`config.mk`:
```
export PLATFORM = sky130hd
export DESIGN_NAME = nvPowerSequencer
export DESIGN_NICKNAME = d
export VERILOG_FILES = /design/src/rtl/nvSeqPkg.sv /design/src/rtl/nvSeqSync.sv /design/src/rtl/nvSeqData.sv /design/src/rtl/nvSeqCtrl.sv /design/src/rtl/nvPowerSequencer.sv
export SDC_FILE = /design/constraint.sdc
export NUM_CORES = 1
export LEC_CHECK = 0
export CORE_MARGIN = 4
export CORE_UTILIZATION = 57
export CTS_CLUSTER_SIZE = 24
export DETAILED_ROUTE_END_ITERATION = 7
export PLACE_DENSITY = 0.87
export SYNTH_ARGS = -nofsm -noshare
export SYNTH_HDL_FRONTEND = slang
export SYNTH_SLANG_ARGS = --single-unit
```
`constraint.sdc`:
```
create_clock -name clk -period 5.2 [get_ports clk]
set_input_delay 1.04 -clock clk [delete_from_list [all_inputs] [get_ports clk]]
set_output_delay 1.04 -clock clk [all_outputs]
set_load 0.01 [all_outputs]
```
`src/rtl/nvSeqPkg.sv`:
```
package nvSeqPkg;

  typedef enum logic [2:0] {
    ST_LOWWAIT = 3'd0,
    ST_IDLE    = 3'd1,
    ST_SENSE   = 3'd2,
    ST_STORE   = 3'd3,
    ST_RECALL  = 3'd4
  } seqState_t;

  // control -> datapath strobes
  typedef struct packed {
    logic loadWin;
    logic stepWin;
    logic clrDirty;
    logic clrRecall;
  } seqStrobe_t;

  // datapath -> control status
  typedef struct packed {
    logic winDone;
    logic dirty;
    logic recallPend;
  } seqStatus_t;

endpackage

```
`src/rtl/nvSeqSync.sv`:
```
module nvSeqSync #(
  parameter int N_FLAGS = 2,
  parameter int STAGES  = 2
) (
  input  logic               clk,
  input  logic               rstN,
  input  logic [N_FLAGS-1:0] asyncIn,
  output logic [N_FLAGS-1:0] syncOut
);

  for (genvar f = 0; f < N_FLAGS; f++) begin : gFlag
    logic [STAGES-1:0] chain;
    // Reset to 1: supply is assumed absent until the comparators say otherwise.
    always_ff @(posedge clk or negedge rstN) begin
      if (!rstN) chain <= '1;
      else       chain <= {chain[STAGES-2:0], asyncIn[f]};
    end
    assign syncOut[f] = chain[STAGES-1];
  end

endmodule

```
`src/rtl/nvSeqData.sv`:
```
module nvSeqData
  import nvSeqPkg::*;
#(
  parameter int PULSE_CYCLES = 250
) (
  input  logic       clk,
  input  logic       rstN,
  input  seqStrobe_t strobe,
  input  logic       wrGrant,
  input  logic       deadS,
  output seqStatus_t status
);

  localparam int CW = $clog2(PULSE_CYCLES + 1);
  localparam logic [CW-1:0] WIN_LOAD = CW'(PULSE_CYCLES - 1);

  logic [CW-1:0] winCnt;
  logic          dirtyQ;
  logic          recallQ;

  always_ff @(posedge clk or negedge rstN) begin
    if (!rstN)                           winCnt <= '0;
    else if (strobe.loadWin)             winCnt <= WIN_LOAD;
    else if (strobe.stepWin && winCnt != '0) winCnt <= winCnt - 1'b1;
  end

  always_ff @(posedge clk or negedge rstN) begin
    if (!rstN)               dirtyQ <= 1'b0;
    else if (strobe.clrDirty) dirtyQ <= 1'b0;
    else if (wrGrant)         dirtyQ <= 1'b1;
  end

  // Deep drop wins over a clear in the same cycle.
  always_ff @(posedge clk or negedge rstN) begin
    if (!rstN)                 recallQ <= 1'b1;
    else if (deadS)            recallQ <= 1'b1;
    else if (strobe.clrRecall) recallQ <= 1'b0;
  end

  assign status.winDone    = (winCnt == '0);
  assign status.dirty      = dirtyQ;
  assign status.recallPend = recallQ;


  dirty_set_chk: assert property (@(posedge clk) disable iff (!rstN)
    wrGrant |=> status.dirty);


  recall_latch_chk: assert property (@(posedge clk) disable iff (!rstN)
    deadS |=> status.recallPend);

endmodule

```
`src/rtl/nvSeqCtrl.sv`:
```
module nvSeqCtrl
  import nvSeqPkg::*;
(
  input  logic       clk,
  input  logic       rstN,
  input  logic       lowS,
  input  seqStatus_t status,
  input  logic       wrReq,
  input  logic       extStoreReq,
  input  logic       xferDone,
  output seqStrobe_t strobe,
  output logic       wrGrant,
  output logic       busyN,
  output logic       memDisable,
  output logic       storeStart,
  output logic       recallStart
);

  seqState_t state, stateNext;
  logic      launchStore, launchRecall;

  always_comb begin
    stateNext    = state;
    strobe       = '0;
    launchStore  = 1'b0;
    launchRecall = 1'b0;
    unique case (state)
      ST_IDLE: begin
        if (lowS) begin
          stateNext      = ST_SENSE;
          strobe.loadWin = 1'b1;
        end else if (extStoreReq && status.dirty) begin
          stateNext   = ST_STORE;
          launchStore = 1'b1;
        end
      end
      ST_SENSE: begin
        strobe.stepWin = 1'b1;
        if (status.winDone) begin
          if (status.dirty) begin
            stateNext   = ST_STORE;
            launchStore = 1'b1;
          end else begin
            stateNext = ST_LOWWAIT;
          end
        end
      end
      ST_STORE: begin
        if (xferDone) begin
          strobe.clrDirty = 1'b1;
          stateNext       = lowS ? ST_LOWWAIT : ST_IDLE;
        end
      end
      ST_LOWWAIT: begin
        if (!lowS) begin
          if (status.recallPend) begin
            stateNext    = ST_RECALL;
            launchRecall = 1'b1;
          end else begin
            stateNext = ST_IDLE;
          end
        end
      end
      ST_RECALL: begin
        if (xferDone) begin
          strobe.clrDirty  = 1'b1;
          strobe.clrRecall = 1'b1;
          stateNext        = ST_IDLE;
        end
      end
      default: stateNext = ST_LOWWAIT;
    endcase
  end

  always_ff @(posedge clk or negedge rstN) begin
    if (!rstN) begin
      state       <= ST_LOWWAIT;
      storeStart  <= 1'b0;
      recallStart <= 1'b0;
    end else begin
      state       <= stateNext;
      storeStart  <= launchStore;
      recallStart <= launchRecall;
    end
  end

  assign busyN      = !(state == ST_SENSE || state == ST_STORE);
  assign memDisable = (state == ST_STORE) || (state == ST_RECALL);
  assign wrGrant    = wrReq && (state == ST_IDLE) && !lowS;


  start_excl_chk: assert property (@(posedge clk) disable iff (!rstN)
    !(storeStart && recallStart));


  store_pulse_chk: assert property (@(posedge clk) disable iff (!rstN)
    storeStart |=> !storeStart);


  recall_pulse_chk: assert property (@(posedge clk) disable iff (!rstN)
    recallStart |=> !recallStart);


  store_busy_chk: assert property (@(posedge clk) disable iff (!rstN)
    storeStart |-> (!busyN && memDisable));


  disable_hold_chk: assert property (@(posedge clk) disable iff (!rstN)
    (memDisable && !xferDone) |=> memDisable);


  recall_disable_chk: assert property (@(posedge clk) disable iff (!rstN)
    recallStart |-> memDisable);


  grant_safe_chk: assert property (@(posedge clk) disable iff (!rstN)
    wrGrant |-> (!lowS && !memDisable && wrReq));


  recall_supply_chk: assert property (@(posedge clk) disable iff (!rstN)
    recallStart |-> !lowS);

endmodule

```
`src/rtl/nvPowerSequencer.sv`:
```
module nvPowerSequencer
  import nvSeqPkg::*;
#(
  parameter int PULSE_CYCLES = 250,
  parameter int SYNC_STAGES  = 2
) (
  input  logic clk,
  input  logic rstN,
  input  logic supplyLowAsync,
  input  logic supplyDeadAsync,
  input  logic wrReq,
  input  logic extStoreReq,
  input  logic xferDone,
  output logic wrGrant,
  output logic busyN,
  output logic memDisable,
  output logic storeStart,
  output logic recallStart
);

  logic [1:0] flagSync;
  seqStrobe_t strobe;
  seqStatus_t status;

  nvSeqSync #(.N_FLAGS(2), .STAGES(SYNC_STAGES)) uSync (
    .clk    (clk),
    .rstN   (rstN),
    .asyncIn({supplyDeadAsync, supplyLowAsync}),
    .syncOut(flagSync)
  );

  nvSeqCtrl uCtrl (
    .clk        (clk),
    .rstN       (rstN),
    .lowS       (flagSync[0]),
    .status     (status),
    .wrReq      (wrReq),
    .extStoreReq(extStoreReq),
    .xferDone   (xferDone),
    .strobe     (strobe),
    .wrGrant    (wrGrant),
    .busyN      (busyN),
    .memDisable (memDisable),
    .storeStart (storeStart),
    .recallStart(recallStart)
  );

  nvSeqData #(.PULSE_CYCLES(PULSE_CYCLES)) uData (
    .clk    (clk),
    .rstN   (rstN),
    .strobe (strobe),
    .wrGrant(wrGrant),
    .deadS  (flagSync[1]),
    .status (status)
  );

endmodule

```
# After elaboration in Yosys (flattened, before gate mapping)
# Index checks and enable logic that the tools add are counted.
# totals
n_memories,0
input_bits,7
ramBits,0
latch_bits,0
register_bits,19
word_cells,64
rom_bits,0
out_inout_bits,5
# classes
add_sub_neg,1
n_mux,31
n_shift,0
n_mul,0
div_mod_pow,0
eq_ne,9
n_lt_le_gt_ge,0
bitwise_logic,0
n_reduce_logical,15
# op_table
cell,count
two-way mux 3 bit,7
two-way mux 1 bit,17
two-way mux 8 bit,2
case mux 3 bit (5 select lines),1
zero test 8 bit,1
inequality test 2 bit (second input constant),4
nonzero test 8 bit,1
subtractor 8 x 1 -> 8 bit (second input constant),1
== test 3 x 2 -> 1 bit (second input constant),2
nonzero test 2 bit,3
AND reduction 5 bit,1
logical AND 1 bit,4
two-way mux 2 bit,2
case mux 1 bit (2 select lines),2
== test 3 x 1 -> 1 bit (second input constant),1
== test 3 bit (second input constant),1
zero test 3 bit,1
inequality test 3 x 2 -> 1 bit (second input constant),1
zero test 1 bit,2
logical OR 1 bit,2

# Longest topological paths before layout
# Gate-level depths: netlist (run 1).
# logic_depth
ltp_word,5
mapped_depth,5
mapped_depth_nobuf,5

# Modules after synthesis
# From an unflattened synthesis (run 1), not the netlist that was laid out.
# hier_totals
hier_cells,103
area_unflattened_um2,1036.0
# by_module_without_submodules
module,area_each_um2,instances,cells_each,seq_area_each_um2
nvSeqData,548.0,1,56,251.5
nvSeqCtrl,367.9,1,41,125.1
nvSeqSync,120.1,1,6,105.1

# Worst setup path before layout (run 1)
# No wires, ideal clock.
# synth_timing
kind,input port to output port
from,in wrReq
to,out wrGrant
path_buffers,0
t_required_ps,4160
cell_stages,1
setup_slack_ps,2958
t_arrival_ps,1202
path_cell_list,and2_1
# synth_between
elab_chain_cells,2
# synth_lines
item,line_no,rtl
"start, declared",nvPowerSequencer.sv:11,"input logic wrReq,"
logical AND 1 bit (2 in a row),nvSeqCtrl.sv:89,assign wrGrant = wrReq && (state == ST_IDLE) && !lowS;
"end, declared",nvPowerSequencer.sv:14,"output logic wrGrant,"
# No other way between the ends.

# Worst setup path in the final report (run 1)
# Ends and elaborated chain as after synthesis.

==> results.toml, run 1 <==
[timing]
fmaxAchievable_mhz = 310
fin_worst_hold_slack_ns = 0.363
rsz_0062_raised_after_global_routing = "false"
period_needed_ns = 3.22
post-route-worst-setup-slack_ns = 1.98
final_number_of_setup_violating_endpoints = 0
worst_pin_slew_ns = 0.802
timing.setup.tns_ns = 0
max_slew_margin_pct = 46.3
final_min_period_over_clock_period_pct = 62.0
skew_ns = 0.00279
timing.final.max_slew_violations = 0
timing.final.hold_violations = 0

[floorplan]
die_width_um = 50.1
num_rows = 14
fp.dieArea_mm2 = 0.00251
initial_utilization_pct = 63.3
die_outline_height_um = 50.1
top_level_ports = 12
coreArea_mm2 = 0.00159

[final_layout]
multiInputGateArea_um2 = 502
syn2layout_area_growth_pct = 15.5
drive_above_1_share_pct = 14.0
antenna-diode-count = 0
final-seq-area_um2 = 482
fillers = 111
final_net_count = 117
finish.instance_area_mm2 = 0.00117

[yosys]
synthesis.instances = 95
ys_types = 43
fraction_of_synthesized_cell_area_taken_by_the_top_area_cell_type_pct = 34.7
synth_async_reset_ratio_pct = 100
dominantRegCellSynth = "dfrtp_1"
synthesis.yosys.warnings = 0
syn-num-nets = 104
per_instance_average_area_after_synthesis_um2 = 10.6
synth.cells.most_frequent = "dfrtp_1, nor2_1, dfstp_2, mux2i_1, nand2_1"
netlist_top_cells_area = "dfrtp_1, dfstp_2, mux2i_1"
synth_enable_flop_cells = 0
netlist.top_cell.by_area = "dfrtp_1"
post_synth_instance_area_mm2 = 0.00101
yosysMostFrequentCell = "dfrtp_1"
ff_latch_count_synth = 19
synth.yosys.seq_area_share_pct = 47.7

[clock_network]
postCtsHoldBufs = 0
clock_tree.htree_level_count = 1
clock_tree.buffer_depth = 2
cts_setup_buffers = 0
clock-root-buffer = "clkbuf_4"
clock_tree_from_tritoncts = "built"
path_clk_slew_ns = 0.11
clk-insertion-delay-late_ns = 0.30
cts.repair.resized = 0
cts_buffers = 3
cts.sink_count = 19

[placement]
place.gp.congestion = 0.855
pre_cts_ws_ns = 1.98
hpwlAfterDp_um = 1530
port-buffer-count = 11
placed_cell_area_mm2 = 0.00114

[grt]
grt_antenna_before_repair = 0
globalRouteMet2Util_pct = 27.6
met3_usage_pct = 3.61
grt_pass1_wl_um = 3480
via_count_of_the_first_global_routing_pass = 793
grt_start_max_net_pins = 20
global_routing_usage_summed_across_all_routing_layers_pct = 18.3
top_usage_layer = "met2"
grt.met1_usage_pct = 23.2
grt_overflow = 0

[status]
run_status = "complete, no violations"

[critical_path]
critical_path.reg2reg.startpoint = "uData.winCnt[0]"
worstSetupPathType = "in2out"
arrival_ns = 2.18
r2r_end = "uData.winCnt[1]"
timing.critical_path.required_ns = 4.16
largest_fanout_on_the_critical_path = 2
setup.worst_path.start_class = "input pin"
worst_r2r_path_depth = 5
worstSetupEndpointType = "output port"
r2r_slack_ns = 3.27

[detailed_routing]
antenna_violating_nets_left = 0
vias = 795
via_per_inst = 6.07
tritonroute_pass_1_iters = 4
drtIter0Drc = 32
drt_wl_total_um = 2050
drc = 0
route.detailed.wl_per_inst_um = 15.7

[worst_hold_path]
hold-path-endpoint = "uSync.gFlag[0].chain[1]"
worstHoldStart = "uSync.gFlag[0].chain[0]"
hold_path_class = "reg2reg"
hold-path-cell-count = 0

[run]
maxCapViolations = 0

[pwr]
vdd.ir_drop.worst_v = 0.000293
cellPowerDensity_mw_per_mm2 = 467
total_power_mw = 0.544
static_leakage_nw = 0.467
## through the flow
stage          instances  util, %
2_1_floorplan         95        -
3_3_place_gp         127     71.4
3_5_place_dp         127     71.4
4_1_cts              131     73.2
5_1_grt              131     73.2
6_report             131     73.2
## worst max path at each step
| stage | startpoint | to | depth (start not counted) |
|---|---|---|---|
| global placement | wrReq | wrGrant | 3 |
| detailed placement | wrReq | wrGrant | 3 |
| CTS | wrReq | wrGrant | 3 |
| floorplan | wrReq | wrGrant | 1 |
| finish | wrReq | wrGrant | 3 |
| global route | uCtrl.state[2] | wrGrant | 3 |
## cell type report
type / count / area share [%]
multi-input combinational: 69 / 43.0
inverter: 4 / 1.29
clock inverter: 1 / 0.429
sequential: 19 / 41.3
clock buffer: 3 / 1.93
tap: 24 / 2.58
timing repair buffer: 11 / 9.44
## worst max-delay path, stage by stage
cell	delay, ns
clkdlybuf4s50_1	0.44
and2_1	0.14
clkdlybuf4s50_1	0.56
## power breakdown
group	switching [mW]	leakage (nW)	internal (mW)	total, mW
clock	0.0472	0.0177	0.0287	0.0759
sequential	0.0708	0.218	0.194	0.265
combinational	0.0940	0.231	0.110	0.204
total	0.212	0.467	0.332	0.544
## kinds of logic after synthesis
group / after synthesis / share of synthesized area, %
flops: 19 / 47.7
compound gates: 22 / 17.5
fa+ha+maj: 2 / 2.48
buf+inv: 7 / 2.60
mux: 5 / 4.96
simple gates: 40 / 24.8
## state kept, by name, summed over array words and instances, names as in the netlist
| register | cells |
|---|---|
| uData.dirtyQ | 1 |
| uData.winCnt | 8 |
| uCtrl.storeStart | 1 |
| uCtrl.recallStart | 1 |
| uCtrl.state | 3 |
| uSync.gFlag.chain | 4 |
| uData.recallQ | 1 |
## layout by cell type (no fill, tap or decap), types with 2 or more instances in the layout
cell type,n
mux2i_1,5
nor2_1,8
nand2_1,5
o211ai_1,4
dfrtp_1,14
a21o_1,2
and2_1,3
dfstp_2,5
ha_1,2
nor3_1,2
nand3_1,3
nand2b_1,3
clkbuf_4,3
nor4_1,2
clkdlybuf4s50_1,11
nor4b_1,3
inv_1,4
## routing by layer
layer / routed length, um / part of all wire [%]
met5: 0 / 0
met4: 57 / 2.8
met3: 86 / 4.2
met2: 1010 / 49
met1: 902 / 44
No activity file was read; power rests on OpenSTA's default activity.
==> inputs of run 2 (changes only) <==
CORE_UTILIZATION = 48   (was 57)
PLACE_DENSITY = 0.79   (was 0.87)
clock period = 2.8 ns   (was 5.2 ns; I/O delays follow)
==> run 2 against run 1 <==
First-iteration DRC count decreased by 56%. Critical path depth unchanged. Clock-buffer cell count increased by 1. Via count decreased by 1.6%. Worst hold slack about the same. Register-to-register slack got worse by 2.3 ns. Highest routed layer unchanged. Core utilization decreased by 14 points. Non-clock buffer count unchanged. Design area increased by 0.21%. Total power increased by 83%. Critical path type is now reg2out. Clock power increased by 81%.
==> results.toml, run 2 (synthesis results as in run 1) <==
[final_layout]
leading_cell_type_in_the_layout_fill_and_taps_excluded = "dfrtp_1"
drive_above_1_share_pct = 13.1
final_cell_count_no_fill = 134
max_flop_register = "uData.winCnt"
largest_register_ff_count = 8
finish.instance_area_mm2 = 0.00117
antenna-diode-count = 0
syn2layout_area_growth_pct = 15.7
final_net_count = 117
biggestRegsByFlops = "uData.winCnt (8), uSync.gFlag.chain (4), uCtrl.state (3)"
most-common-layout-cells = "dfrtp_1, clkdlybuf4s50_1, nor2_1"
post-route-util_pct = 59.0

[timing]
timing.setup.tns_ns = 0
max_slew_margin_pct = 45.5
skew_ns = 0.00628
period_needed_ns = 2.59
final_min_period_over_clock_period_pct = 92.4
fmaxAchievable_mhz = 387
timing.final.hold_violations = 0
worst_pin_slew_ns = 0.814
final_number_of_setup_violating_endpoints = 0
rsz_0062_raised_after_global_routing = "false"
timing.final.max_slew_violations = 0

[floorplan]
coreArea_mm2 = 0.00198
fp.dieArea_mm2 = 0.00290
die_width_um = 53.9
top_level_ports = 12
initial_utilization_pct = 50.9
die_outline_height_um = 53.9
num_rows = 16

[worst_hold_path]
worstHoldStart = "uSync.gFlag[0].chain[0]"
hold_path_class = "reg2reg"

[grt]
grt.met1_usage_pct = 20.4
top_usage_layer = "met2"
grt_pass1_wl_um = 3120
grt_overflow = 0
globalRouteMet2Util_pct = 23.2
met3_usage_pct = 3.60
grt_start_max_net_pins = 20
via_count_of_the_first_global_routing_pass = 697
grt_antenna_before_repair = 0
global_routing_usage_summed_across_all_routing_layers_pct = 15.0

[clock_network]
clock_tree.htree_level_count = 1
clk-insertion-delay-late_ns = 0.29
postCtsHoldBufs = 0
path_clk_slew_ns = 0.11
cts_setup_buffers = 0
cts.repair.resized = 0
clock_tree.buffer_depth = 2
cts_buffers = 3
clock-root-buffer = "clkbuf_4"
clock_tree_from_tritoncts = "built"
cts.sink_count = 19

[detailed_routing]
tritonroute_pass_1_iters = 4
drt_wl_total_um = 1910
antenna_violating_nets_left = 0
drc = 0
route.detailed.wl_per_inst_um = 14.2
drtIter0Drc = 14
via_per_inst = 5.84
vias = 782

[run]
maxCapViolations = 0

[pwr]
power_frac_comb_pct = 37.1
power.share.sequential_pct = 49.1
static_leakage_nw = 0.464
netSwitchingFraction_pct = 37.8
vdd.ir_drop.worst_v = 0.000516
internal_power_mw = 0.619
power.switching_mw = 0.375
power.clock.fraction_pct = 13.8
cellPowerDensity_mw_per_mm2 = 851

[placement]
place.gp.congestion = 0.808
numPlacedInstances = 130
hpwlAfterDp_um = 1410
placed_cell_area_mm2 = 0.00114
port-buffer-count = 11

[critical_path]
critical_path.reg2reg.startpoint = "uData.winCnt[0]"
worstSetupEndpointType = "output port"
r2r_slack_ns = 0.93
setup.worst_path.start_class = "register"
timing.critical_path.required_ns = 2.24
arrival_ns = 2.03
timing.critical_path.from = "uCtrl.state[2]"
worstSetupPathType = "reg2out"
largest_fanout_on_the_critical_path = 15

[status]
run_status = "complete, no violations"
==> run 2: metal layers <==
metal  vias up  wire [um]  share of wire [%]
met2         6        923                 48
met3         2         53                2.8
li1        380          -                  -
met5         -          0                  0
met1       394        922                 48
met4         0         10               0.52
==> run 2: through the flow <==
step	hold WS [ns]	setup slack (ns)	power [mW]
finish	0.363	0.214	0.994
global route	0.372	0.0425	1.08
CTS	0.364	0.197	1.00
detailed placement	0.348	0.529	0.862
global placement	0.347	0.567	0.844
floorplan	0.264	1.06	0.740
==> run 2: cell type report <==
cell class | count | area (um2)
fillers | 164 | 813
multi-input cells | 69 | 502
well taps | 27 | 33.8
flip-flops and latches | 19 | 482
repair buffers | 11 | 110
inverters | 4 | 15.0
clock buffers | 4 | 26.3
==> run 2: worst paths after layout <==
kind | to | cells after the start
min in group asynchronous | uData.winCnt[6] | 1
hold reg to reg | uSync.gFlag[0].chain[1] | 0
hold / removal | uSync.gFlag[0].chain[1] | 0
setup / recovery | wrGrant | 3
setup reg to reg | uData.winCnt[1] | 5
max in group asynchronous | uData.winCnt[0] | 1
==> run 2: worst max-delay path: stages, from the launching register on <==
cell and delay [ns]:
dfrtp_1 0.54, nor4b_1 0.43, and2_1 0.21, clkdlybuf4s50_1 0.55
==> run 2: power groups by stage <==
stage          clock [mW]  combinational, mW  sequential (mW)
2_1_floorplan           0              0.302            0.437
3_3_place_gp            0              0.359            0.485
3_5_place_dp            0              0.372            0.490
4_1_cts             0.142              0.374            0.485
5_1_grt             0.156              0.415            0.505
6_report            0.137              0.369            0.489
